## config.mk

```make
export PLATFORM = sky130hd
export DESIGN_NAME = regdp_core
export DESIGN_NICKNAME = d
export VERILOG_FILES = /design/src/rtl/regdp_pkg.sv /design/src/rtl/regdp_regfile.sv /design/src/rtl/regdp_opsel.sv /design/src/rtl/regdp_alu.sv /design/src/rtl/regdp_core.sv
export SDC_FILE = /design/constraint.sdc
export NUM_CORES = 1
export LEC_CHECK = 0
export ABC_AREA = 1
export BUFFER_PORTS_ARGS = -buffer_cell sky130_fd_sc_hd__buf_2
export CORE_ASPECT_RATIO = 0.6
export CORE_MARGIN = 5
export CORE_UTILIZATION = 55
export CTS_CLUSTER_SIZE = 30
export DETAILED_ROUTE_END_ITERATION = 6
export PLACE_DENSITY_LB_ADDON = 0.08
export SLEW_MARGIN = 25
export SYNTH_ARGS = -nofsm -noshare
export SYNTH_HDL_FRONTEND = slang
export SYNTH_HIERARCHICAL = 1
export SYNTH_SLANG_ARGS = --single-unit
export TNS_END_PERCENT = 100
```

## constraint.sdc

```tcl
create_clock -name clk -period 8.6 [get_ports clk]
set_input_delay 1.72 -clock clk [delete_from_list [all_inputs] [get_ports clk]]
set_output_delay 1.72 -clock clk [all_outputs]
set_load 0.01 [all_outputs]
```

## src/rtl/regdp_pkg.sv

```systemverilog
package regdp_pkg;

  localparam int SEL_W  = 3;
  localparam int OP_W   = 5;
  localparam int CW_W   = 3 * SEL_W + OP_W;
  localparam int NREG   = (1 << SEL_W) - 1;

  typedef struct packed {
    logic [SEL_W-1:0] src_a;
    logic [SEL_W-1:0] src_b;
    logic [SEL_W-1:0] dst;
    logic [OP_W-1:0]  op;
  } ctrl_t;

  localparam logic [OP_W-1:0] OP_PASS = 5'b00000;
  localparam logic [OP_W-1:0] OP_INC  = 5'b00001;
  localparam logic [OP_W-1:0] OP_ADD  = 5'b00010;
  localparam logic [OP_W-1:0] OP_SUB  = 5'b00101;
  localparam logic [OP_W-1:0] OP_DEC  = 5'b00110;
  localparam logic [OP_W-1:0] OP_AND  = 5'b01000;
  localparam logic [OP_W-1:0] OP_OR   = 5'b01010;
  localparam logic [OP_W-1:0] OP_XOR  = 5'b01100;
  localparam logic [OP_W-1:0] OP_NOT  = 5'b01110;
  localparam logic [OP_W-1:0] OP_SHR  = 5'b10000;
  localparam logic [OP_W-1:0] OP_SHL  = 5'b11000;

endpackage

```

## src/rtl/regdp_regfile.sv

```systemverilog
module regdp_regfile
  import regdp_pkg::*;
#(
  parameter int DW = 8
) (
  input  logic                     clk,
  input  logic                     rst_n,
  input  logic [SEL_W-1:0]         wr_sel,
  input  logic [DW-1:0]            wr_data,
  output logic [NREG-1:0][DW-1:0]  regs_q
);

  logic [NREG-1:0]          wr_en;
  logic [NREG-1:0][DW-1:0]  regs_d;

  for (genvar i = 0; i < NREG; i++) begin : g_reg
    localparam logic [SEL_W-1:0] CODE = SEL_W'(i + 1);

    always_comb begin
      wr_en[i]  = (wr_sel == CODE);
      regs_d[i] = wr_data;
    end

    always_ff @(posedge clk or negedge rst_n) begin
      if (!rst_n)        regs_q[i] <= '0;
      else if (wr_en[i]) regs_q[i] <= regs_d[i];
    end


    wr_load_chk: assert property (@(posedge clk) disable iff (!rst_n)
      (wr_sel == CODE) |=> (regs_q[i] == $past(wr_data)));


    hold_chk: assert property (@(posedge clk) disable iff (!rst_n)
      (wr_sel != CODE) |=> $stable(regs_q[i]));
  end

endmodule

```

## src/rtl/regdp_opsel.sv

```systemverilog
module regdp_opsel
  import regdp_pkg::*;
#(
  parameter int DW = 8
) (
  input  logic [SEL_W-1:0]         sel,
  input  logic [DW-1:0]            ext,
  input  logic [NREG-1:0][DW-1:0]  regs,
  output logic [DW-1:0]            bus
);

  always_comb begin
    bus = ext;
    for (int i = 0; i < NREG; i++) begin
      if (sel == SEL_W'(i + 1)) bus = regs[i];
    end
  end

endmodule

```

## src/rtl/regdp_alu.sv

```systemverilog
module regdp_alu
  import regdp_pkg::*;
#(
  parameter int DW = 8
) (
  input  logic [OP_W-1:0] op,
  input  logic [DW-1:0]   a,
  input  logic [DW-1:0]   b,
  output logic [DW-1:0]   y
);

  localparam logic [DW-1:0] ONE = DW'(1);

  always_comb begin
    unique case (op)
      OP_PASS: y = a;
      OP_INC:  y = a + ONE;
      OP_ADD:  y = a + b;
      OP_SUB:  y = a - b;
      OP_DEC:  y = a - ONE;
      OP_AND:  y = a & b;
      OP_OR:   y = a | b;
      OP_XOR:  y = a ^ b;
      OP_NOT:  y = ~a;
      OP_SHR:  y = {1'b0, a[DW-1:1]};
      OP_SHL:  y = {a[DW-2:0], 1'b0};
      default: y = '0;
    endcase
  end

endmodule

```

## src/rtl/regdp_core.sv

```systemverilog
module regdp_core
  import regdp_pkg::*;
#(
  parameter int DW = 8
) (
  input  logic            clk,
  input  logic            rst_n,
  input  logic [CW_W-1:0] ctrl_word,
  input  logic [DW-1:0]   ext_in,
  output logic [DW-1:0]   result_out
);

  ctrl_t                    cw;
  logic [1:0]               rst_sync_q;
  logic                     rst_int_n;
  logic [NREG-1:0][DW-1:0]  regs_q;
  logic [DW-1:0]            bus_a;
  logic [DW-1:0]            bus_b;
  logic [DW-1:0]            alu_y;

  assign cw = ctrl_t'(ctrl_word);

  always_ff @(posedge clk or negedge rst_n) begin
    if (!rst_n) rst_sync_q <= 2'b00;
    else        rst_sync_q <= {rst_sync_q[0], 1'b1};
  end
  assign rst_int_n = rst_sync_q[1];

  regdp_regfile #(.DW(DW)) u_rf (
    .clk     (clk),
    .rst_n   (rst_int_n),
    .wr_sel  (cw.dst),
    .wr_data (alu_y),
    .regs_q  (regs_q)
  );

  regdp_opsel #(.DW(DW)) u_sel_a (
    .sel  (cw.src_a),
    .ext  (ext_in),
    .regs (regs_q),
    .bus  (bus_a)
  );

  regdp_opsel #(.DW(DW)) u_sel_b (
    .sel  (cw.src_b),
    .ext  (ext_in),
    .regs (regs_q),
    .bus  (bus_b)
  );

  regdp_alu #(.DW(DW)) u_alu (
    .op (cw.op),
    .a  (bus_a),
    .b  (bus_b),
    .y  (alu_y)
  );

  assign result_out = alu_y;


  a_ext_src_chk: assert property (@(posedge clk) disable iff (!rst_int_n)
    (cw.src_a == '0) |-> (bus_a == ext_in));


  b_ext_src_chk: assert property (@(posedge clk) disable iff (!rst_int_n)
    (cw.src_b == '0) |-> (bus_b == ext_in));


  xor_self_zero_chk: assert property (@(posedge clk) disable iff (!rst_int_n)
    (cw.op == OP_XOR && cw.src_a == cw.src_b) |-> (result_out == '0));


  pass_out_chk: assert property (@(posedge clk) disable iff (!rst_int_n)
    (cw.op == OP_PASS) |-> (result_out == bus_a));

endmodule

```

Word level (Yosys, flattened, before mapping) --
Index checks and enable logic that the tools add are counted.
Storage, ports and cells: output and inout port bits 8, register bits 58, word-level logic and storage cells 63, input bits 24
Cells by class: $add $sub $neg 4, reduce and logical (&&, ||, !) cells 1, muxes and demuxes 15, equal/unequal tests 31, bitwise logic cells 4
Operator list (number):
- two-way mux 8 bit | 14
- case mux 8 bit (11 select lines) | 1
- equality test 3 bit, second input constant | 12
- equality test 5 x 4 -> 1 bit, second input constant | 4
- equality test 3 x 2 -> 1 bit, second input constant | 6
- equality test 5 x 3 -> 1 bit, second input constant | 2
- equality test 5 bit, second input constant | 2
- equality test 3 x 1 -> 1 bit, second input constant | 3
- adder 8 x 1 -> 8 bit, second input constant | 1
- adder 8 bit | 1
- AND 8 bit | 1
- inverter 8 bit | 1
- bitwise OR 8 bit | 1
- subtractor 8 x 1 -> 8 bit, second input constant | 1
- subtractor 8 bit | 1
- XOR 8 bit | 1
- equality test 5 x 1 -> 1 bit, second input constant | 1
- equality test 5 x 2 -> 1 bit, second input constant | 1
- zero test 5 bit | 1

Depth between registers and ports, before layout --
Gate-level depths: netlist of the first run.
word-level depth 10, mapped depth 29

Hierarchy --
Netlist of the first run, hierarchy kept.
By module, submodules not included:
- regdp_regfile | times used 1, area an instance 2264.7 µm², sequential area each 1401.3 µm², cells each 248
- regdp_opsel | times used 2, area an instance 800.8 µm², sequential area each 0.0 µm², cells each 183
- regdp_alu | times used 1, area an instance 1287.5 µm², sequential area each 0.0 µm², cells each 222
- regdp_core | times used 1, area an instance 53.8 µm², sequential area each 50.0 µm², cells each 3

Worst setup path before layout of the first run --
OpenSTA, ideal clock, no wires.
path type input to output, start point input ctrl_word[8], end point output result_out[5], data required time 6.880 ns, stages 25, setup slack 2.263 ns, path buffers 1, data arrival time 4.617 ns, cells stage by stage buf_6 -> inv_2 -> nand3_2 -> inv_2 -> nand2_1 -> nand3_1 -> nand2_1 -> nand2_1 -> nand2_1 -> a21oi_1 -> inv_1 -> ha_1 -> nand2_1 -> inv_1 -> nor3_1 -> a211oi_1 -> ha_1 -> nand2_1 -> o21ai_0 -> nand2_1 -> nand2_1 -> a21oi_1 -> nand2_1 -> nand2_1 -> o21ai_1
Between the ends: longest elaborated chain between the ends 10
Ends and longest elaborated chain:
- start: declaration | RTL line regdp_core.sv:8 | input logic [CW_W-1:0] ctrl_word,
- equality test 3 x 1 -> 1 bit | RTL line regdp_opsel.sv:15 | if (sel == SEL_W'(i + 1)) bus = regs[i];
- two-way mux 8 bit (6 in a row) | RTL line regdp_opsel.sv:15
- two-way mux 8 bit * | RTL line regdp_opsel.sv:15
- via bus_b[1] | RTL line regdp_core.sv:18 | logic [DW-1:0] bus_b;
- subtractor 8 bit / adder 8 bit (equally long branches) | RTL line regdp_alu.sv:19, regdp_alu.sv:18
- case mux 8 bit (11 select lines) * | RTL line regdp_alu.sv:15 | unique case (op)
- end: declaration | RTL line regdp_core.sv:10 | output logic [DW-1:0] result_out
The timed path passes the listed nets; every way through them passes the cells marked *.

Final worst setup path of the first run --
start point input ctrl_word[8], end point output result_out[7]
The elaborated chain is that of the path after synthesis.

==> summary.md, run 1 <==
| Metric | Value |
|---|---|
| Outcome | `completed` |
| Port bufs | `31` |
| CTS clk-pin slew, worst paths | `0.05 ns` |
| Min Tclk post-route | `7.50 ns` |
| Global placer's final weighted congestion | `1.03` |
| Post-Syn Instances | `839` |
| Syn_nets | `889` |
| Die height | `85.4 microns` |
| Die X | `136 microns` |
| Drt wl/cell | `18.0 microns` |
| ANT nets after route | `0` |
| # IOs | `32` |
| CP dominant cell by count | `nand2_1` |
| Placeable core area | `9190 sq um` |
| Pwr Total | `0.000964 W` |
| CTS Hold Bufs | `0` |
| Final HPWL DP | `13.6 mm` |
| Clk buf depth | `2` |
| RSZ-0062 raised after global routing | `no` |
| Worst path slowest cell | `a211oi_1` |
| Relative slew slack | `0.512` |
| Clock Latency Late Sink | `0.33 ns` |
| TritonCTS clock tree | `done` |
| R2R depth | `27` |
| Post-synth EDFFs | `0` |
| Synth warnings | `6` |
| Synthesis-to-finish area growth | `9.75%` |
| HP Start | `rst_sync_q[0]` |
| Setup Skew | `0.00700 ns` |
| Worst Tran Pin Value | `0.732 ns` |
| Share of layout cells above drive strength 1 | `0.123` |
| CTS buffer count | `9` |
| Die Area | `11600 sq um` |
| LEAKAGE | `3.18 nW` |
| Crit-path max cell delay | `0.50 ns` |
| Most frequent cells in the layout | `nand2_1 (307), nor2_1 (91), inv_1 (87)` |
| Detailed Routing Iterations Pass 1 | `6` |
| Total GRT Usage | `0.311` |
| DR DRC count | `0` |
| Initial antenna violation count | `0` |
| Worst Path Buf+Inv | `4` |
| Sink Count | `58` |
| Vias | `5889` |
| Ys flop type | `dfrtp_1` |
| FF-to-FF setup slack | `4.53 ns` |
| Yosys cell types | `41` |
| Gr ovfl total | `0` |
| Reg-to-Reg Start | `u_rf/regs_q[0]` |
| DRT iter0 DRCs | `1006` |
| Crit-path leading delay family | `simple AND/OR/NAND/NOR gates` |
| Worst flop-to-flop path endpoint | `u_rf/regs_q[29]` |
| Startpoint type of the worst setup path | `input pin` |
| Global-route wire length before repair | `27.8 mm` |
| Slew Limit Fails | `0` |
| Final nets | `915` |
| Vias/cell | `5.89` |
| WHS Endpoint | `rst_sync_q[1]` |
| H-Tree Depth | `3` |
| Min-Delay Path Class | `register to register` |
| Worst IR Drop VDD | `138 uV` |
| Fmax | `133 MHz` |
| Vias in the first global route | `5090` |
| N_diodes | `0` |
| Req. time, crit path | `6.88 ns` |
| Commonest non-fill, non-tap cell in the layout | `nand2_1` |
| Netlist Area Pre-Place | `5210 sq um` |
| Seq cells post-synth | `58` |
| Post-synthesis sequential area ratio | `0.279` |
| Final Hold Viols | `0` |
| Final number of setup-violating endpoints | `0` |
| Cts repair resizes | `0` |
| Largest net degree at the start of global routing | `57` |
| Setup CP Type | `input pin to output pin` |
| Max-Cap Viols | `0` |
| Power density cells | `169 nW/um^2` |
| Final period util | `0.873` |
| CP endpoint kind | `output pin` |
| Root Driver | `clkbuf_16` |
| Critical path arrival | `5.78 ns` |
| # rows | `27` |
| Post-synth ARST share | `1.00` |
| Starting density of the core | `0.567` |
| Fill count | `868` |
| Average size of a mapped cell | `6.21 sq um` |
| Final wirelength | `18.0 mm` |
| Setup tns final | `0 ns` |
| CP max FO | `8` |
| Setup Buffers After CTS | `0` |
| Hold depth | `0` |
per-layer routing:
| metal | GRT usage | vias up | share of wire |
|---|---|---|---|
| li1 | - | 2749 | - |
| met3 | 0.126 | 18 | 0.17 |
| met4 | 0.0476 | 0 | 0.0071 |
| met2 | 0.388 | 412 | 0.37 |
| met5 | 0 | - | 0 |
| met1 | 0.495 | 2710 | 0.46 |
worst reg2reg max path: stages, from the launching register on:
cell and delay [ns]:
dfrtp_1 0.41, inv_1 0.07, nand3_1 0.09, nand3_1 0.08, nand3_1 0.08, nand2_1 0.06
nand2_1 0.06, nand2_1 0.05, nand2_1 0.05, nand2_1 0.05, nand2_1 0.07, inv_1 0.09
ha_1 0.23, nand2_1 0.10, inv_1 0.06, nor3_1 0.17, a211oi_1 0.07, ha_1 0.36
nand2_1 0.06, o21ai_0 0.40, nand2_1 0.16, nand2_1 0.10, a21oi_1 0.07, nand2_1 0.06
nand2_1 0.04, o21ai_1 0.58, nand3_1 0.24, nand2_1 0.12
sequential cells by signal (all words and copies together) (netlist names):
| name | cells |
|---|---|
| u_rf/regs_q | 56 |
| rst_sync_q | 2 |
layout make-up:
class	count	area (sq um)	share of cell area
clock inverters	6	41.3	0.00722
flip-flops and latches	58	1450	0.254
repair buffers	37	200	0.0350
inverters	109	410	0.0718
well taps	130	163	0.0285
clock buffers	10	239	0.0418
multi-input cells	650	3210	0.562
worst max path at each step:
| stage | to | slack [ns] | from | cells past startpoint |
|---|---|---|---|---|
| 2_1_floorplan | result_out[5] | 2.26 | ctrl_word[8] | 25 |
| 3_3_place_gp | result_out[5] | 1.47 | ctrl_word[10] | 26 |
| 3_5_place_dp | result_out[5] | 1.30 | ctrl_word[10] | 26 |
| 4_1_cts | result_out[5] | 1.27 | ctrl_word[10] | 26 |
| 5_1_grt | result_out[5] | 0.78 | ctrl_word[10] | 25 |
| 6_report | result_out[7] | 1.10 | ctrl_word[8] | 26 |
through the flow:
stage / utilization / cells / hold WS (ns) / setup slack, ns / cell area, sq um
2_1_floorplan: - / 839 / 0.331 / 2.26 / 5210
3_3_place_gp: 0.592 / 984 / 0.342 / 1.47 / 5440
3_5_place_dp: 0.592 / 984 / 0.349 / 1.30 / 5440
4_1_cts: 0.622 / 1000 / 0.361 / 1.27 / 5720
5_1_grt: 0.622 / 1000 / 0.376 / 0.784 / 5720
6_report: 0.622 / 1000 / 0.358 / 1.10 / 5720
cell usage after synthesis (2+ instances only):
cell	count	area (sq um)
o22ai_1	9	56.3
o21ai_0	24	120
nand4_1	36	225
or2_2	4	25.0
nor3_4	3	48.8
a211oi_1	5	37.5
buf_4	2	15.0
clkinv_1	3	11.3
buf_2	13	65.1
nor2_4	3	33.8
inv_2	18	67.6
a221oi_2	2	30.0
nand2_2	5	31.3
a31oi_1	2	12.5
ha_1	25	313
clkbuf_1	3	11.3
a21boi_1	2	15.0
a21oi_1	21	105
nand3_1	75	375
nor2_1	91	342
buf_6	4	45.0
nand2_1	307	1150
o21ai_1	3	15.0
dfrtp_1	58	1450
nand3_2	5	50.1
nor2_2	8	50.1
nor3_1	4	20.0
inv_1	87	327
or2_1	2	12.5
a221oi_1	4	35.0
where the power goes:
group | total (W) | internal (W) | switching, W
clock network | 0.000334 | 0.000202 | 0.000131
logic | 0.000272 | 0.0000813 | 0.000190
registers | 0.000358 | 0.000312 | 0.0000467
kinds of logic (layout without fill, tap and decap cells):
group / Yosys count / in the layout / synth area share
other: 1 / 1 / 0.000720
DFF: 58 / 58 / 0.279
AOI/OAI and AO/OA: 77 / 77 / 0.0925
and+or+nand+nor: 546 / 546 / 0.459
buffers and inverters: 131 / 162 / 0.105
adders and majority gates: 26 / 26 / 0.0639
Note: power is estimated with default switching activity, not from simulation.
==> inputs of run 2 (changes only) <==
ABC_AREA = not set   (was 1)
==> run 2 against run 1 <==
Setup slack got worse by 0.23 ns. Largest power group is now clock. Sequential cell count unchanged. Maximum frequency decreased by 3.0%. Clock power increased by 16%. Critical endpoint unchanged. Via count decreased by 32%. Synthesized cell count decreased by 45%. Worst hold slack got worse by 0.0048 ns. Clock skew about the same. Sequential power decreased by 4%.
==> summary.md, run 2 <==
| Metric | Value |
|---|---|
| Power density cells | `188 nW/um^2` |
| Final HPWL DP | `9.23 mm` |
| Final Hold Viols | `0` |
| Global-route wire length before repair | `20.8 mm` |
| Worst Tran Pin Value | `0.967 ns` |
| CP endpoint kind | `output pin` |
| P_int | `0.000702 W` |
| RSZ-0062 raised after global routing | `no` |
| Largest net degree at the start of global routing | `57` |
| Relative slew slack | `0.351` |
| Die height | `82.2 microns` |
| CTS clk-pin slew, worst paths | `0.05 ns` |
| Number of flip-flops in the largest register | `56` |
| Most frequent cell after synthesis | `mux2_2` |
| Total GRT Usage | `0.257` |
| CP max FO | `23` |
| Die X | `130 microns` |
| Vias/cell | `6.65` |
| ANT nets after route | `0` |
| Global placer's final weighted congestion | `0.893` |
| Yosys cell types | `58` |
| HP Start | `rst_sync_q[0]` |
| Drt wl/cell | `21.7 microns` |
| Final period util | `0.899` |
| Final wirelength | `13.0 mm` |
| Clock Power Share | `0.389` |
| Average size of a mapped cell | `10.3 sq um` |
| Syn_nets | `514` |
| Most frequent cells in the layout | `mux2_2 (59), dfrtp_1 (57), nor2_1 (39)` |
| Root Driver | `clkbuf_16` |
| Gate power share | `0.266` |
| Worst IR Drop VDD | `118 uV` |
| Met2 global-route usage | `0.381` |
| Pwr Total | `0.000992 W` |
| Min-Delay Path Class | `register to register` |
| # IOs | `32` |
| Most flop-heavy register | `u_rf/regs_q` |
| Hold depth | `0` |
| Setup Buffers After CTS | `0` |
| Gr ovfl total | `0` |
| Reg-to-Reg Start | `u_rf/regs_q[0]` |
| Setup Skew | `0.00669 ns` |
| Sink Count | `58` |
| Busiest grt layer | `met2` |
| R2R depth | `15` |
| Vias | `3996` |
| Switching pwr | `0.000290 W` |
| Max-Cap Viols | `0` |
| LEAKAGE | `2.40 nW` |
| M1 GR Usage | `0.376` |
| Post-Syn Instances | `464` |
| Cts repair resizes | `0` |
| # rows | `26` |
| CTS buffer count | `9` |
| DR DRC count | `0` |
| Die Area | `10700 sq um` |
| N_diodes | `0` |
| Share of layout cells above drive strength 1 | `0.274` |
| CTS Hold Bufs | `0` |
| Netlist Area Pre-Place | `4780 sq um` |
| Slew Limit Fails | `0` |
| Placeable core area | `8490 sq um` |
| DRT iter0 DRCs | `506` |
| Largest area contributor in the netlist | `dfrtp_1` |
| Net Sw Frac | `0.292` |
| Port bufs | `31` |
| Worst flop-to-flop path endpoint | `u_rf/regs_q[38]` |
| GR Util met3 | `0.0553` |
| Seq cells post-synth | `58` |
| Post-synthesis sequential area ratio | `0.304` |
| Critical path arrival | `6.02 ns` |
| Clock Latency Late Sink | `0.33 ns` |
| Synth top area share | `0.304` |
| Setup tns final | `0 ns` |
| Vias in the first global route | `3855` |
| Synthesis-to-finish area growth | `10.3%` |
| Ys flop type | `dfrtp_1` |
| FF-to-FF setup slack | `4.55 ns` |
| Top cells by area, synth | `dfrtp_1 (30%), mux2_2 (14%), mux4_1 (6.6%)` |
| Clk buf depth | `2` |
| Detailed Routing Iterations Pass 1 | `6` |
| Post-synth ARST share | `1.00` |
| H-Tree Depth | `3` |
| Outcome | `completed` |
| Commonest non-fill, non-tap cell in the layout | `mux2_2` |
| Starting density of the core | `0.562` |
| Startpoint type of the worst setup path | `input pin` |
| Final nets | `534` |
| Initial antenna violation count | `0` |
| TritonCTS clock tree | `done` |
| Final number of setup-violating endpoints | `0` |
| WHS Endpoint | `rst_sync_q[1]` |
| Post-synth EDFFs | `0` |
| Biggest regs | `u_rf/regs_q x56, rst_sync_q x2` |
| Flop pwr share | `0.345` |
| Setup CP Type | `input pin to output pin` |
| Req. time, crit path | `6.88 ns` |
| Synth cell count leaders | `mux2_2 (59), dfrtp_1 (58), nor2_1 (39)` |
| Fmax | `129 MHz` |
| Fill count | `690` |
| Min Tclk post-route | `7.74 ns` |
| Synth warnings | `6` |
| Worst setup startpoint | `ctrl_word[9]` |
run 2: changes by cell type in the layout (fill, tap and decap cells not counted), sizes merged, moves of 15 or more:
cell    before  now
nor2       102   39
nand3       80    7
nand2      313   26
nand4       36    1
mux4         0   20
mux2         0   65
nand2b       0   15
inv        106   17
run 2: worst max-delay path, stage by stage:
cell      delay, ns
buf_2          0.42
nor2b_1        0.59
a32o_1         0.21
nor2_1         0.04
o21ai_0        0.70
nor2_1         0.15
nand2_1        0.16
nor3_1         0.07
a21o_1         0.21
a211oi_1       0.30
ha_1           0.33
a21oi_1        0.20
nand2_1        0.06
o21ai_0        0.21
xnor2_1        0.14
o221ai_1       0.13
buf_4          0.22
buf_2          0.14
run 2: how the worst max path moves through the flow:
| stage | to |
|---|---|
| floorplan | result_out[7] |
| global placement | result_out[7] |
| detailed placement | result_out[7] |
| CTS | result_out[7] |
| global route | result_out[7] |
| finish | result_out[7] |
run 2: stage by stage:
step | cell area, sq um | hold WS (ns) | std cells | utilization | setup slack (ns)
finish | 5270 | 0.353 | 601 | 0.621 | 0.864
floorplan | 4780 | 0.331 | 464 | - | 2.19
global placement | 4940 | 0.334 | 585 | 0.582 | 1.02
detailed placement | 4940 | 0.343 | 585 | 0.582 | 0.953
CTS | 5270 | 0.355 | 601 | 0.621 | 0.945
global route | 5270 | 0.375 | 601 | 0.621 | 0.434
run 2: power by group through the flow:
stage	logic (W)	registers, W	clock network [W]
after floorplan	0.000196	0.000339	0
after global placement	0.000253	0.000343	0
after detailed placement	0.000259	0.000345	0
after CTS	0.000261	0.000341	0.000390
after global routing	0.000291	0.000346	0.000407
final	0.000264	0.000342	0.000386
run 2: layout make-up:
| class | count | area [sq um] | share of cell area |
|---|---|---|---|
| Clock buffer | 14 | 264 | 0.0501 |
| Clock inverter | 2 | 60.1 | 0.0114 |
| Inverter | 17 | 63.8 | 0.0121 |
| Multi-Input combinational cell | 364 | 3110 | 0.590 |
| Sequential cell | 58 | 1450 | 0.276 |
| Tap cell | 112 | 140 | 0.0266 |
| Timing Repair Buffer | 34 | 178 | 0.0337 |
run 2: cell families (layout without fill, tap and decap cells):
group,count (synthesis),count (layout),share of synthesized area
AND/OR/NAND/NOR,136,136,0.155
AO/OA/AOI/OAI,105,105,0.143
multiplexers,90,90,0.272
flip-flops,58,58,0.304
buffers and inverters,42,67,0.0448
adder cells (fa/ha/maj),26,26,0.0697
XOR/XNOR,6,6,0.0110
other,1,1,0.000785
run 2: per-layer routing:
layer | wire length (microns) | share of wire
met1 | 6030 | 0.46
met2 | 5730 | 0.44
met3 | 1100 | 0.085
met4 | 181 | 0.014
met5 | 0 | 0
